<file path="src/rtl/cec_rxf_pkg.sv">
`timescale 1ns/1ps
package cec_rxf_pkg;
  localparam int DST_W = 4;

  typedef enum logic [1:0] {
    MODE_DIRECT = 2'd0,
    MODE_LISTEN = 2'd1,
    MODE_BCAST  = 2'd2
  } rx_mode_e;

  // Level the block must drive in the acknowledge slot for a byte
  // taken in mode m; ovr tells whether that byte overran the buffer.
  function automatic logic slot_drive_low(rx_mode_e m, logic ovr);
    case (m)
      MODE_DIRECT: slot_drive_low = ~ovr;
      MODE_BCAST:  slot_drive_low = ovr;
      default:     slot_drive_low = 1'b0;
    endcase
  endfunction

  // True when the sampled slot level means "accepted" for mode m.
  function automatic logic slot_level_ok(rx_mode_e m, logic line);
    case (m)
      MODE_BCAST:  slot_level_ok = line;
      MODE_LISTEN: slot_level_ok = ~line;
      default:     slot_level_ok = 1'b1;
    endcase
  endfunction
endpackage

</file>
<file path="src/rtl/cec_addr_match.sv">
`timescale 1ns/1ps
module cec_addr_match
  import cec_rxf_pkg::*;
#(
  parameter int NUM_ADDR = 15
) (
  input  logic [DST_W-1:0]    dst,
  input  logic [NUM_ADDR-1:0] mask,
  input  logic                listen,
  output logic                is_bcast,
  output logic                is_hit,
  output logic                accept,
  output rx_mode_e            mode
);
  localparam logic [DST_W-1:0] BCAST_ADDR = DST_W'((1 << DST_W) - 1);

  logic [NUM_ADDR-1:0] hit_vec;

  for (genvar i = 0; i < NUM_ADDR; i++) begin : g_slot
    assign hit_vec[i] = mask[i] && (dst == DST_W'(i));
  end

  always_comb begin
    is_bcast = (dst == BCAST_ADDR);
    is_hit   = |hit_vec;
    accept   = is_bcast || is_hit || listen;
    if (is_bcast)    mode = MODE_BCAST;
    else if (is_hit) mode = MODE_DIRECT;
    else             mode = MODE_LISTEN;
  end
endmodule

</file>
<file path="src/rtl/cec_rx_ctrl.sv">
`timescale 1ns/1ps
module cec_rx_ctrl
  import cec_rxf_pkg::*;
(
  input  logic     clk,
  input  logic     rst_n,
  input  logic     enable,
  input  logic     rx_valid,
  input  logic     rx_sof,
  input  logic     rx_eom,
  input  logic     ack_done,
  input  logic     ack_line,
  input  logic     byte_pending,
  input  logic     hdr_accept,
  input  rx_mode_e hdr_mode,
  output logic     store_ev,
  output logic     end_ev,
  output logic     ovr_ev,
  output logic     miss_ev,
  output logic     ack_low
);
  logic     active_q;
  logic     chk_q;
  rx_mode_e mode_q;

  logic     hdr_ev, body_ev, take;
  rx_mode_e cur_mode;

  always_comb begin
    hdr_ev   = enable && rx_valid && rx_sof;
    body_ev  = enable && rx_valid && !rx_sof && active_q;
    take     = hdr_ev ? hdr_accept : body_ev;
    cur_mode = hdr_ev ? hdr_mode : mode_q;
    ovr_ev   = take && byte_pending;
    store_ev = take && !byte_pending;
    end_ev   = store_ev && rx_eom;
    miss_ev  = enable && ack_done && !rx_valid && chk_q &&
               !slot_level_ok(mode_q, ack_line);
  end

  always_ff @(posedge clk or negedge rst_n) begin
    if (!rst_n) begin
      active_q <= 1'b0;
      chk_q    <= 1'b0;
      mode_q   <= MODE_DIRECT;
      ack_low  <= 1'b0;
    end else if (!enable) begin
      active_q <= 1'b0;
      chk_q    <= 1'b0;
      mode_q   <= MODE_DIRECT;
      ack_low  <= 1'b0;
    end else if (take) begin
      active_q <= store_ev && !rx_eom;
      mode_q   <= cur_mode;
      chk_q    <= store_ev && (cur_mode != MODE_DIRECT);
      ack_low  <= slot_drive_low(cur_mode, ovr_ev);
    end else if (hdr_ev) begin
      active_q <= 1'b0;
      chk_q    <= 1'b0;
      ack_low  <= 1'b0;
    end else if (ack_done && !rx_valid) begin
      ack_low <= 1'b0;
      chk_q   <= 1'b0;
      if (miss_ev) active_q <= 1'b0;
    end
  end
endmodule

</file>
<file path="src/rtl/cec_rx_flags.sv">
`timescale 1ns/1ps
module cec_rx_flags #(
  parameter int BYTE_W  = 8,
  parameter int N_FLAGS = 4
) (
  input  logic               clk,
  input  logic               rst_n,
  input  logic               enable,
  input  logic               store_ev,
  input  logic [BYTE_W-1:0]  din,
  input  logic [N_FLAGS-1:0] set_vec,
  input  logic [N_FLAGS-1:0] clr_vec,
  output logic [BYTE_W-1:0]  data_q,
  output logic [N_FLAGS-1:0] flag_q
);
  always_ff @(posedge clk or negedge rst_n) begin
    if (!rst_n)         data_q <= '0;
    else if (!enable)   data_q <= '0;
    else if (store_ev)  data_q <= din;
  end

  for (genvar f = 0; f < N_FLAGS; f++) begin : g_flag
    always_ff @(posedge clk or negedge rst_n) begin
      if (!rst_n)               flag_q[f] <= 1'b0;
      else if (!enable)         flag_q[f] <= 1'b0;
      else if (set_vec[f])      flag_q[f] <= 1'b1;
      else if (clr_vec[f])      flag_q[f] <= 1'b0;
    end
  end
endmodule

</file>
<file path="src/rtl/cec_rx_filter.sv">
`timescale 1ns/1ps
module cec_rx_filter
  import cec_rxf_pkg::*;
#(
  parameter int NUM_ADDR = 15,
  parameter int BYTE_W   = 8
) (
  input  logic                clk,
  input  logic                rst_n,
  input  logic                enable,
  input  logic [NUM_ADDR-1:0] own_mask,
  input  logic                listen,
  input  logic                rx_valid,
  input  logic [BYTE_W-1:0]   rx_byte,
  input  logic                rx_sof,
  input  logic                rx_eom,
  input  logic                ack_done,
  input  logic                ack_line,
  input  logic [3:0]          flag_clr,
  output logic [BYTE_W-1:0]   rx_data,
  output logic                flag_byte,
  output logic                flag_end,
  output logic                flag_ovr,
  output logic                flag_ackmiss,
  output logic                ack_low
);
  localparam int N_FLAGS = 4;

  // decoded header and per-cycle events, named for the checker
  logic     hdr_bcast, hdr_hit, hdr_accept;
  rx_mode_e hdr_mode;
  logic     store_ev, end_ev, ovr_ev, miss_ev;
  logic [N_FLAGS-1:0] flag_vec;

  cec_addr_match #(.NUM_ADDR(NUM_ADDR)) u_match (
    .dst      (rx_byte[DST_W-1:0]),
    .mask     (own_mask),
    .listen   (listen),
    .is_bcast (hdr_bcast),
    .is_hit   (hdr_hit),
    .accept   (hdr_accept),
    .mode     (hdr_mode)
  );

  cec_rx_ctrl u_ctrl (
    .clk          (clk),
    .rst_n        (rst_n),
    .enable       (enable),
    .rx_valid     (rx_valid),
    .rx_sof       (rx_sof),
    .rx_eom       (rx_eom),
    .ack_done     (ack_done),
    .ack_line     (ack_line),
    .byte_pending (flag_byte),
    .hdr_accept   (hdr_accept),
    .hdr_mode     (hdr_mode),
    .store_ev     (store_ev),
    .end_ev       (end_ev),
    .ovr_ev       (ovr_ev),
    .miss_ev      (miss_ev),
    .ack_low      (ack_low)
  );

  cec_rx_flags #(.BYTE_W(BYTE_W), .N_FLAGS(N_FLAGS)) u_flags (
    .clk      (clk),
    .rst_n    (rst_n),
    .enable   (enable),
    .store_ev (store_ev),
    .din      (rx_byte),
    .set_vec  ({miss_ev, ovr_ev, end_ev, store_ev}),
    .clr_vec  (flag_clr),
    .data_q   (rx_data),
    .flag_q   (flag_vec)
  );

  assign flag_byte    = flag_vec[0];
  assign flag_end     = flag_vec[1];
  assign flag_ovr     = flag_vec[2];
  assign flag_ackmiss = flag_vec[3];
endmodule

</file>
<file path="config.mk">
export PLATFORM = sky130hd
export DESIGN_NAME = cec_rx_filter
export DESIGN_NICKNAME = d
export VERILOG_FILES = /design/src/rtl/cec_rxf_pkg.sv /design/src/rtl/cec_addr_match.sv /design/src/rtl/cec_rx_ctrl.sv /design/src/rtl/cec_rx_flags.sv /design/src/rtl/cec_rx_filter.sv
export SDC_FILE = /design/constraint.sdc
export NUM_CORES = 1
export LEC_CHECK = 0
export ABC_CLOCK_PERIOD_IN_PS = 1700
export CAP_MARGIN = 20
export CORE_MARGIN = 8
export CORE_UTILIZATION = 42
export CTS_CLUSTER_SIZE = 8
export DETAILED_ROUTE_END_ITERATION = 12
export PLACE_DENSITY = 0.8
export SLEW_MARGIN = 20
export SYNTH_ARGS = -nofsm -noshare
export SYNTH_HDL_FRONTEND = slang
export SYNTH_HIERARCHICAL = 1
export SYNTH_SLANG_ARGS = --single-unit
</file>
<file path="constraint.sdc">
create_clock -name clk -period 1.7 [get_ports clk]
set_input_delay 0.34 -clock clk [delete_from_list [all_inputs] [get_ports clk]]
set_output_delay 0.34 -clock clk [all_outputs]
set_load 0.02 [all_outputs]
</file>
== Yosys cells after proc, flatten, opt, wreduce, memory -nomap -nowiden ==
Index checks and enable logic that the tools add are counted.
Widths: inputs -> output; s select.
Operators by class
  multiplexer cells: 33
  bitwise operators: 2
  reduce and logical (&&, ||, !) cells: 41
  equality and inequality tests: 26
Operators with widths (count)
  $eq 4x4->1 const B: 8
  $logic_and 1x1->1: 29
  $mux 1: 25
  $eq 4x3->1 const B: 4
  $mux 8: 2
  $reduce_or 15->1: 1
  $ne 3x1->1 const B: 4
  $eq 4x2->1 const B: 2
  $mux 2: 4
  $ne 4x1->1 const B: 2
  $logic_not 1->1: 5
  $eq 2x2->1 const B: 2
  $eq 4x1->1 const B: 1
  $logic_not 4->1: 1
  $ne 2x1->1 const B: 2
  $pmux 1 s2: 2
  $eq 2x1->1 const B: 1
  $logic_not 2->1: 1
  $logic_or 1x1->1: 2
  $not 1->1: 2
  $reduce_and 2->1: 1
  $reduce_bool 2->1: 1
Storage, ports and cells
  input bits: 36
  flip-flop bits (word level): 17

== Longest topological paths before layout ==
Gate-level depths: netlist (run 1).
  depth in word-level cells: 11
  mapped depth: 10
  mapped depth without buffers: 8

== Modules after synthesis ==
Netlist (run 1), hierarchy kept.
By module, submodules not included
  cec_rx_flags: area each 501.7 um^2, cells an instance 38, times used 1
  cec_rx_ctrl: area each 406.6 um^2, cells an instance 42, times used 1
  cec_addr_match: area each 210.2 um^2, cells an instance 25, times used 1

== Worst setup path after synthesis (run 1) ==
OpenSTA, ideal clock, no wires.
  path type: input -> register
  start point: in rx_byte[0]
  end point: reg u_flags.data_q[0]
  setup time: 0.120 ns
  path buffers: 2
  required time: 1.580 ns
  setup slack: -0.428 ns
  data arrival time: 2.007 ns
  stages: 9
  cells stage by stage: buf_6 mux2i_1 mux4_2 a32oi_1 mux2_4 and4_4 buf_6 mux2i_1 nor2b_1
Between the ends
  word-level cells in the longest chain between the ends: 8
RTL lines
  from (decl): line cec_rx_filter.sv:14  | input logic [BYTE_W-1:0] rx_byte,
  $eq 4x1->1 (tied with other cells): line cec_addr_match.sv:20  | assign hit_vec[i] = mask[i] && (dst == DST_W'(i));
  $logic_and 1x1->1: line cec_addr_match.sv:20
  $reduce_or 15->1: line cec_addr_match.sv:25  | is_hit = |hit_vec;
  $logic_or 1x1->1 * (2 in a row): line cec_addr_match.sv:26  | accept = is_bcast || is_hit || listen;
  via hdr_accept: line cec_rx_filter.sv:30  | logic hdr_bcast, hdr_hit, hdr_accept;
  $mux 1 *: line cec_rx_ctrl.sv:32  | take = hdr_ev ? hdr_accept : body_ev;
  $logic_and 1x1->1 *: line cec_rx_ctrl.sv:35  | store_ev = take && !byte_pending;
  via store_ev: line cec_rx_filter.sv:32  | logic store_ev, end_ev, ovr_ev, miss_ev;
  $ne 2x1->1 (no line) *
  to (signal assigned): line cec_rx_flags.sv:19  | else if (store_ev) data_q <= din;
  to (decl): line cec_rx_flags.sv:13  | output logic [BYTE_W-1:0] data_q,
Mark *: on every way through the listed nets, which the timed path passes. The rest lies on a longest branch. The select of a mux whose other input is x is not followed.
A chain may end at the register's enable or synchronous reset.

== Final worst setup path (run 1) ==
  start point: in rx_byte[0]
  end point: reg u_flags.data_q[5]
Same word-level chain as after synthesis.

==> out/metrics.csv, run 1 <==
metric,value,unit
status,"finished, violations left",
crit-path cells,buf_12 -> mux2i_1 -> mux4_2 -> a32oi_2 -> mux2_4 -> and4_4 -> mux2i_1 -> nor2b_1,
YS warnings,6,
Final ANT Viol Nets,0,
Setup Skew,0.005074,ns
Syn Area/Cell,10.71,µm²
critical path class,in2reg,
Root Buffer Master,clkbuf_4,
fillers,188,
vias in the first global route,1158,
Final Hold Fails,0,
register share of total power,45.4,%
CORE AREA,2500,µm²
RSZ-0062 raised after global routing,yes,
P per Cell Area,530.9,nW/µm²
Port Buffers,48,
clock sinks,17,
Placement Rows,18,
"Clk pin slew, worst setup/hold paths",0.10,ns
Comb pwr share,31.4,%
WHS,0.3609,ns
DIE WIDTH,67.49,µm
Initial Utilization,44.54,%
GRT Overall Usage,14.99,%
htree depth,1,
n_diodes,0,
CP max stage delay,0.50,ns
Switch Pwr,258.1,µW
Fmax,538.9,MHz
CP max stage cell,mux4_2,
cell with the most instances on the worst path,mux2i_1,
final slew viol count,0,
critical path peak fanout,7,
CTS tree,built,
CTS Buf Count,3,
drt drc,0,
area delta synth->final,58.65,%
DRT iter0 DRCs,32,
# hold bufs at CTS,0,
pin count of the biggest net entering global routing,18,
latest clock arrival within the worst-skew pair,0.29,ns
actual slew at the worst max-slew pin,0.2717,ns
Syn Std Cell Area,1114,µm²
Final nets,206,
layout cells sized above 1,25.15,%
drt first pass iters,5,
max cap viols,0,
vias post-DR,1040,
GR Overflow Total,0,
Worst Path Required,1.88,ns
initial antenna violation count,0,
leakage power,0.0007733,µW
I/O pins,49,
fin crit period,1.856,ns
Die Y,67.49,µm
clk buf depth,2,
clock network power share,23.2,%
crit path capture type,flip-flop,
total negative setup slack,-1.380,ns
total wire length,3230,µm
fin crit share,109.2,%
HPWL Detailed,2484,µm
Max IR drop VDD,0.4629,mV
first-pass GRT wire length,5333,µm
setup ws final,-0.1558,ns
wire per inst,16.40,µm
worst path arrival time,2.04,ns
crit path launch type,primary input,
die area,4555,µm²
RD Place Congestion,0.8515,
Sw Share,27.52,%
HP Class,in2async,
failing checks,setup timing,
endpoints failing setup,13,
Pint,679.7,µW
syn nets,142,
worst relative slew slack,81.65,%
synthesized instance count,104,
vias per cell,5.279,
path summary, 6_finish.rpt:
check | startpoint | to | slack, ns | depth (start not counted)
worst max-delay path | rx_byte[0] | u_flags/data_q[5]$_DFFE_PN0P_ | -0.16 | 8
worst min-delay path | rst_n | u_flags/flag_q[3]$_DFFE_PN0P_ | 0.36 | 2
worst max register to register | u_ctrl/mode_q[0]$_DFFE_PN0P_ | u_ctrl/active_q$_DFFE_PN0P_ | 0.20 | 5
worst min register to register | u_flags/data_q[3]$_DFFE_PN0P_ | u_flags/data_q[3]$_DFFE_PN0P_ | 0.55 | 2
max in group asynchronous | rst_n | u_flags/data_q[0]$_DFFE_PN0P_ | 1.14 | 2
min in group clk | rx_byte[0] | u_flags/data_q[0]$_DFFE_PN0P_ | 0.46 | 4
cell type report:
cell class                 instances  area [µm²]  share of cell area [%]
sequential                        17       425.4                   24.08
inverter                           4       15.01                  0.8499
timing repair buffer              64       586.8                   33.22
clock buffer                       4       26.28                   1.487
tap                               30       37.54                   2.125
multi-input combinational         78       675.6                   38.24
worst max-delay path, delay by kind of cell:
| family | cells | cell delay, ns |
|---|---|---|
| muxes | 4 | 1.04 |
| and+or+nand+nor | 2 | 0.36 |
| AOI/OAI and AO/OA | 1 | 0.18 |
| buffers and inverters | 1 | 0.11 |
power groups by stage:
stage          clock network, µW  logic, µW  registers, µW
2_1_floorplan                  0        114            446
3_3_place_gp                   0        272            433
3_5_place_dp                   0        279            434
4_1_cts                      226        293            426
5_1_grt                      238        317            428
6_report                     218        295            426
stage by stage:
| step | worst slack, ns | util [%] | instance area [µm²] | cells | power (µW) |
|---|---|---|---|---|---|
| final | -0.1558 | 70.67 | 1767 | 197 | 937.9 |
| after global routing | -0.2119 | 70.67 | 1767 | 197 | 982.5 |
| after CTS | -0.1377 | 70.67 | 1767 | 197 | 944.4 |
| after detailed placement | -1.148 | 67.42 | 1685 | 189 | 712.1 |
| after global placement | -1.042 | 67.42 | 1685 | 189 | 705.2 |
| after floorplan | -0.4111 | - | 1122 | 104 | 559.8 |
layer usage:
metal	vias up	track usage, %	wire length [µm]	share of wire (%)
met3	4	4.967	349	11
met2	54	25.33	1520	47
met5	-	0	0	0
li1	498	-	-	-
met1	484	16.91	1322	41
met4	0	6.266	38	1.2
repair_timing:
item | 4_1_cts | 5_1_grt
gates cloned | 1 | 0
resized for setup | 49 | 8
buffers inserted | 3 | 1
setup endpoints to repair | 16 | 14
pin swaps | 7 | 4
cell usage in the layout, fill, tap and decap left out, types with 4 or more instances in the layout:
master,instances
clkdlybuf4s50_1,29
mux2i_1,17
dfrtp_1,17
nor2b_1,15
buf_4,13
dlygate4sd2_1,8
nor2_1,6
clkbuf_2,4
inv_1,4
o21a_1,4
flip-flops by register name, summed over array words and instances (netlist names):
| signal | count |
|---|---|
| u_ctrl/ack_low | 1 |
| u_ctrl/active_q | 1 |
| u_ctrl/chk_q | 1 |
| u_ctrl/mode_q | 2 |
| u_flags/data_q | 8 |
| u_flags/flag_q | 4 |
No activity file was read; power rests on OpenSTA's default activity.
==> run 2: changes to the inputs <==
CELL_PAD_IN_SITES_DETAIL_PLACEMENT = 0   (was unset)
CELL_PAD_IN_SITES_GLOBAL_PLACEMENT = 1   (was unset)
CORE_UTILIZATION = 31   (was 42)
PLACE_DENSITY = unset   (was 0.8)
PLACE_DENSITY_LB_ADDON = 0.1   (was unset)
==> out/metrics.csv, run 2 (synthesized netlist as in run 1, its figures left out) <==
metric,value,unit
# hold bufs at CTS,0,
n_diodes,0,
Die Y,75.94,µm
Initial Utilization,32.85,%
Placement Rows,21,
I/O pins,49,
setup ws final,-0.2873,ns
wire per inst,14.92,µm
worst path arrival time,2.16,ns
Final ANT Viol Nets,0,
initial antenna violation count,0,
Comb pwr share,33.6,%
Switch Pwr,256.7,µW
Pint,691.6,µW
clk buf depth,2,
htree depth,1,
GRT Overall Usage,11.29,%
drt drc,0,
HP Class,in2async,
first-pass GRT wire length,5526,µm
WHS,0.3653,ns
DIE WIDTH,75.94,µm
vias post-DR,1015,
DRT iter0 DRCs,27,
"Clk pin slew, worst setup/hold paths",0.10,ns
Largest Register,u_flags/data_q,
Max IR drop VDD,0.3846,mV
die area,5766,µm²
drt first pass iters,3,
Final nets,212,
RD Place Congestion,0.8047,
worst relative slew slack,79.77,%
max cap viols,0,
area delta synth->final,68.20,%
Sw Share,27.07,%
final slew viol count,0,
fin crit share,116.9,%
Final Hold Fails,0,
Design Power,948.3,µW
leakage power,0.0008297,µW
actual slew at the worst max-slew pin,0.3034,ns
HPWL Detailed,2540,µm
post-route insts no fill,219,
failing checks,setup timing,
latest clock arrival within the worst-skew pair,0.28,ns
"most common cell after layout, fill and taps aside",clkdlybuf4s50_1,
"commonest cells after routing, fill and taps aside","30 x clkdlybuf4s50_1, 17 x mux2i_1, 17 x dfrtp_1",
Port Buffers,48,
dpl cells,207,
CORE AREA,3390,µm²
CTS Buf Count,3,
crit path launch type,primary input,
Root Buffer Master,clkbuf_4,
Worst Path Required,1.87,ns
vias per cell,4.635,
clock network power share,21.6,%
Setup Skew,0.008776,ns
GR Overflow Total,0,
total wire length,3267,µm
Fmax,503.2,MHz
RSZ-0062 raised after global routing,yes,
status,"finished, violations left",
layout cells sized above 1,26.01,%
critical path class,in2reg,
Regs by FF count,"u_flags/data_q (8), u_flags/flag_q (4), u_ctrl/mode_q (2)",
CTS tree,built,
fillers,325,
"Core Util, Final",55.26,%
max reg flops,8,
endpoints failing setup,14,
vias in the first global route,1104,
register share of total power,44.9,%
pin count of the biggest net entering global routing,18,
critical path peak fanout,6,
fin crit period,1.987,ns
P per Cell Area,506.3,nW/µm²
dpl ws,-1.059,ns
crit path capture type,flip-flop,
clock sinks,17,
==> run 2: per-stage QoR <==
| stage | TNS, ns | cell area (µm²) |
|---|---|---|
| after floorplan | -4.024 | 1122 |
| after global placement | -14.10 | 1720 |
| after detailed placement | -14.73 | 1720 |
| after CTS | -2.861 | 1834 |
| after global routing | -3.723 | 1873 |
| final | -2.906 | 1873 |
==> run 2: final timing paths <==
path                                                from                             to  slack (ns)  cells after the start
max                                           rx_byte[0]  u_flags/data_q[1]$_DFFE_PN0P_       -0.29                      9
min                                                rst_n  u_flags/data_q[6]$_DFFE_PN0P_        0.37                      2
max reg2reg                 u_ctrl/mode_q[0]$_DFFE_PN0P_    u_ctrl/active_q$_DFFE_PN0P_        0.18                      5
min reg2reg                u_flags/data_q[0]$_DFFE_PN0P_  u_flags/data_q[0]$_DFFE_PN0P_        0.55                      2
max in group asynchronous                          rst_n  u_flags/data_q[3]$_DFFE_PN0P_        1.14                      2
min in group clk                              rx_byte[1]  u_flags/data_q[1]$_DFFE_PN0P_        0.51                      4
==> run 2: routing by layer <==
metal | routed length [µm] | share of wire, % | vias up | GRT usage [%]
met2 | 1547 | 47 | 26 | 18.17
met3 | 157 | 4.8 | 2 | 3.066
met1 | 1537 | 47 | 474 | 14.16
met4 | 25 | 0.77 | 0 | 3.529
met5 | 0 | 0 | - | 0
li1 | - | - | 513 | -
==> run 2: final cells by class <==
type                            instances  area, µm²  area share (%)
Multi-Input combinational cell         78      701.9           37.47
Timing Repair Buffer                   70      645.6           34.47
Sequential cell                        17      425.4           22.71
Tap cell                               46      57.56           3.073
Clock buffer                            3      22.52           1.202
Inverter                                4      15.01          0.8016
Clock inverter                          1      5.005          0.2672
==> run 2: what timing repair did <==
item,4_1_cts,5_1_grt
setup endpoints to repair,16,16
pin swaps,13,8
gates cloned,2,0
setup buffers,6,3
resized for setup,31,11
==> run 2: power by group through the flow <==
stage	combinational, µW	sequential, µW	clock, µW
3_3_place_gp	280	434	0
4_1_cts	311	426	217
6_report	318	426	204
3_5_place_dp	284	434	0
5_1_grt	344	428	233
2_1_floorplan	114	446	0
==> run 2: worst max-delay path, cell delays in order <==
cell,delay [ns]
buf_6,0.09
buf_6,0.12
mux2i_1,0.11
mux4_2,0.50
a32oi_2,0.19
mux2_4,0.20
and4_4,0.30
mux2i_1,0.22
nor2b_1,0.06
==> run 3: changes to the inputs <==
CTS_CLUSTER_DIAMETER = 200   (was unset)
==> results of run 3 <==
Same layout as run 2: the final DEF is identical, and so are final timing and power.
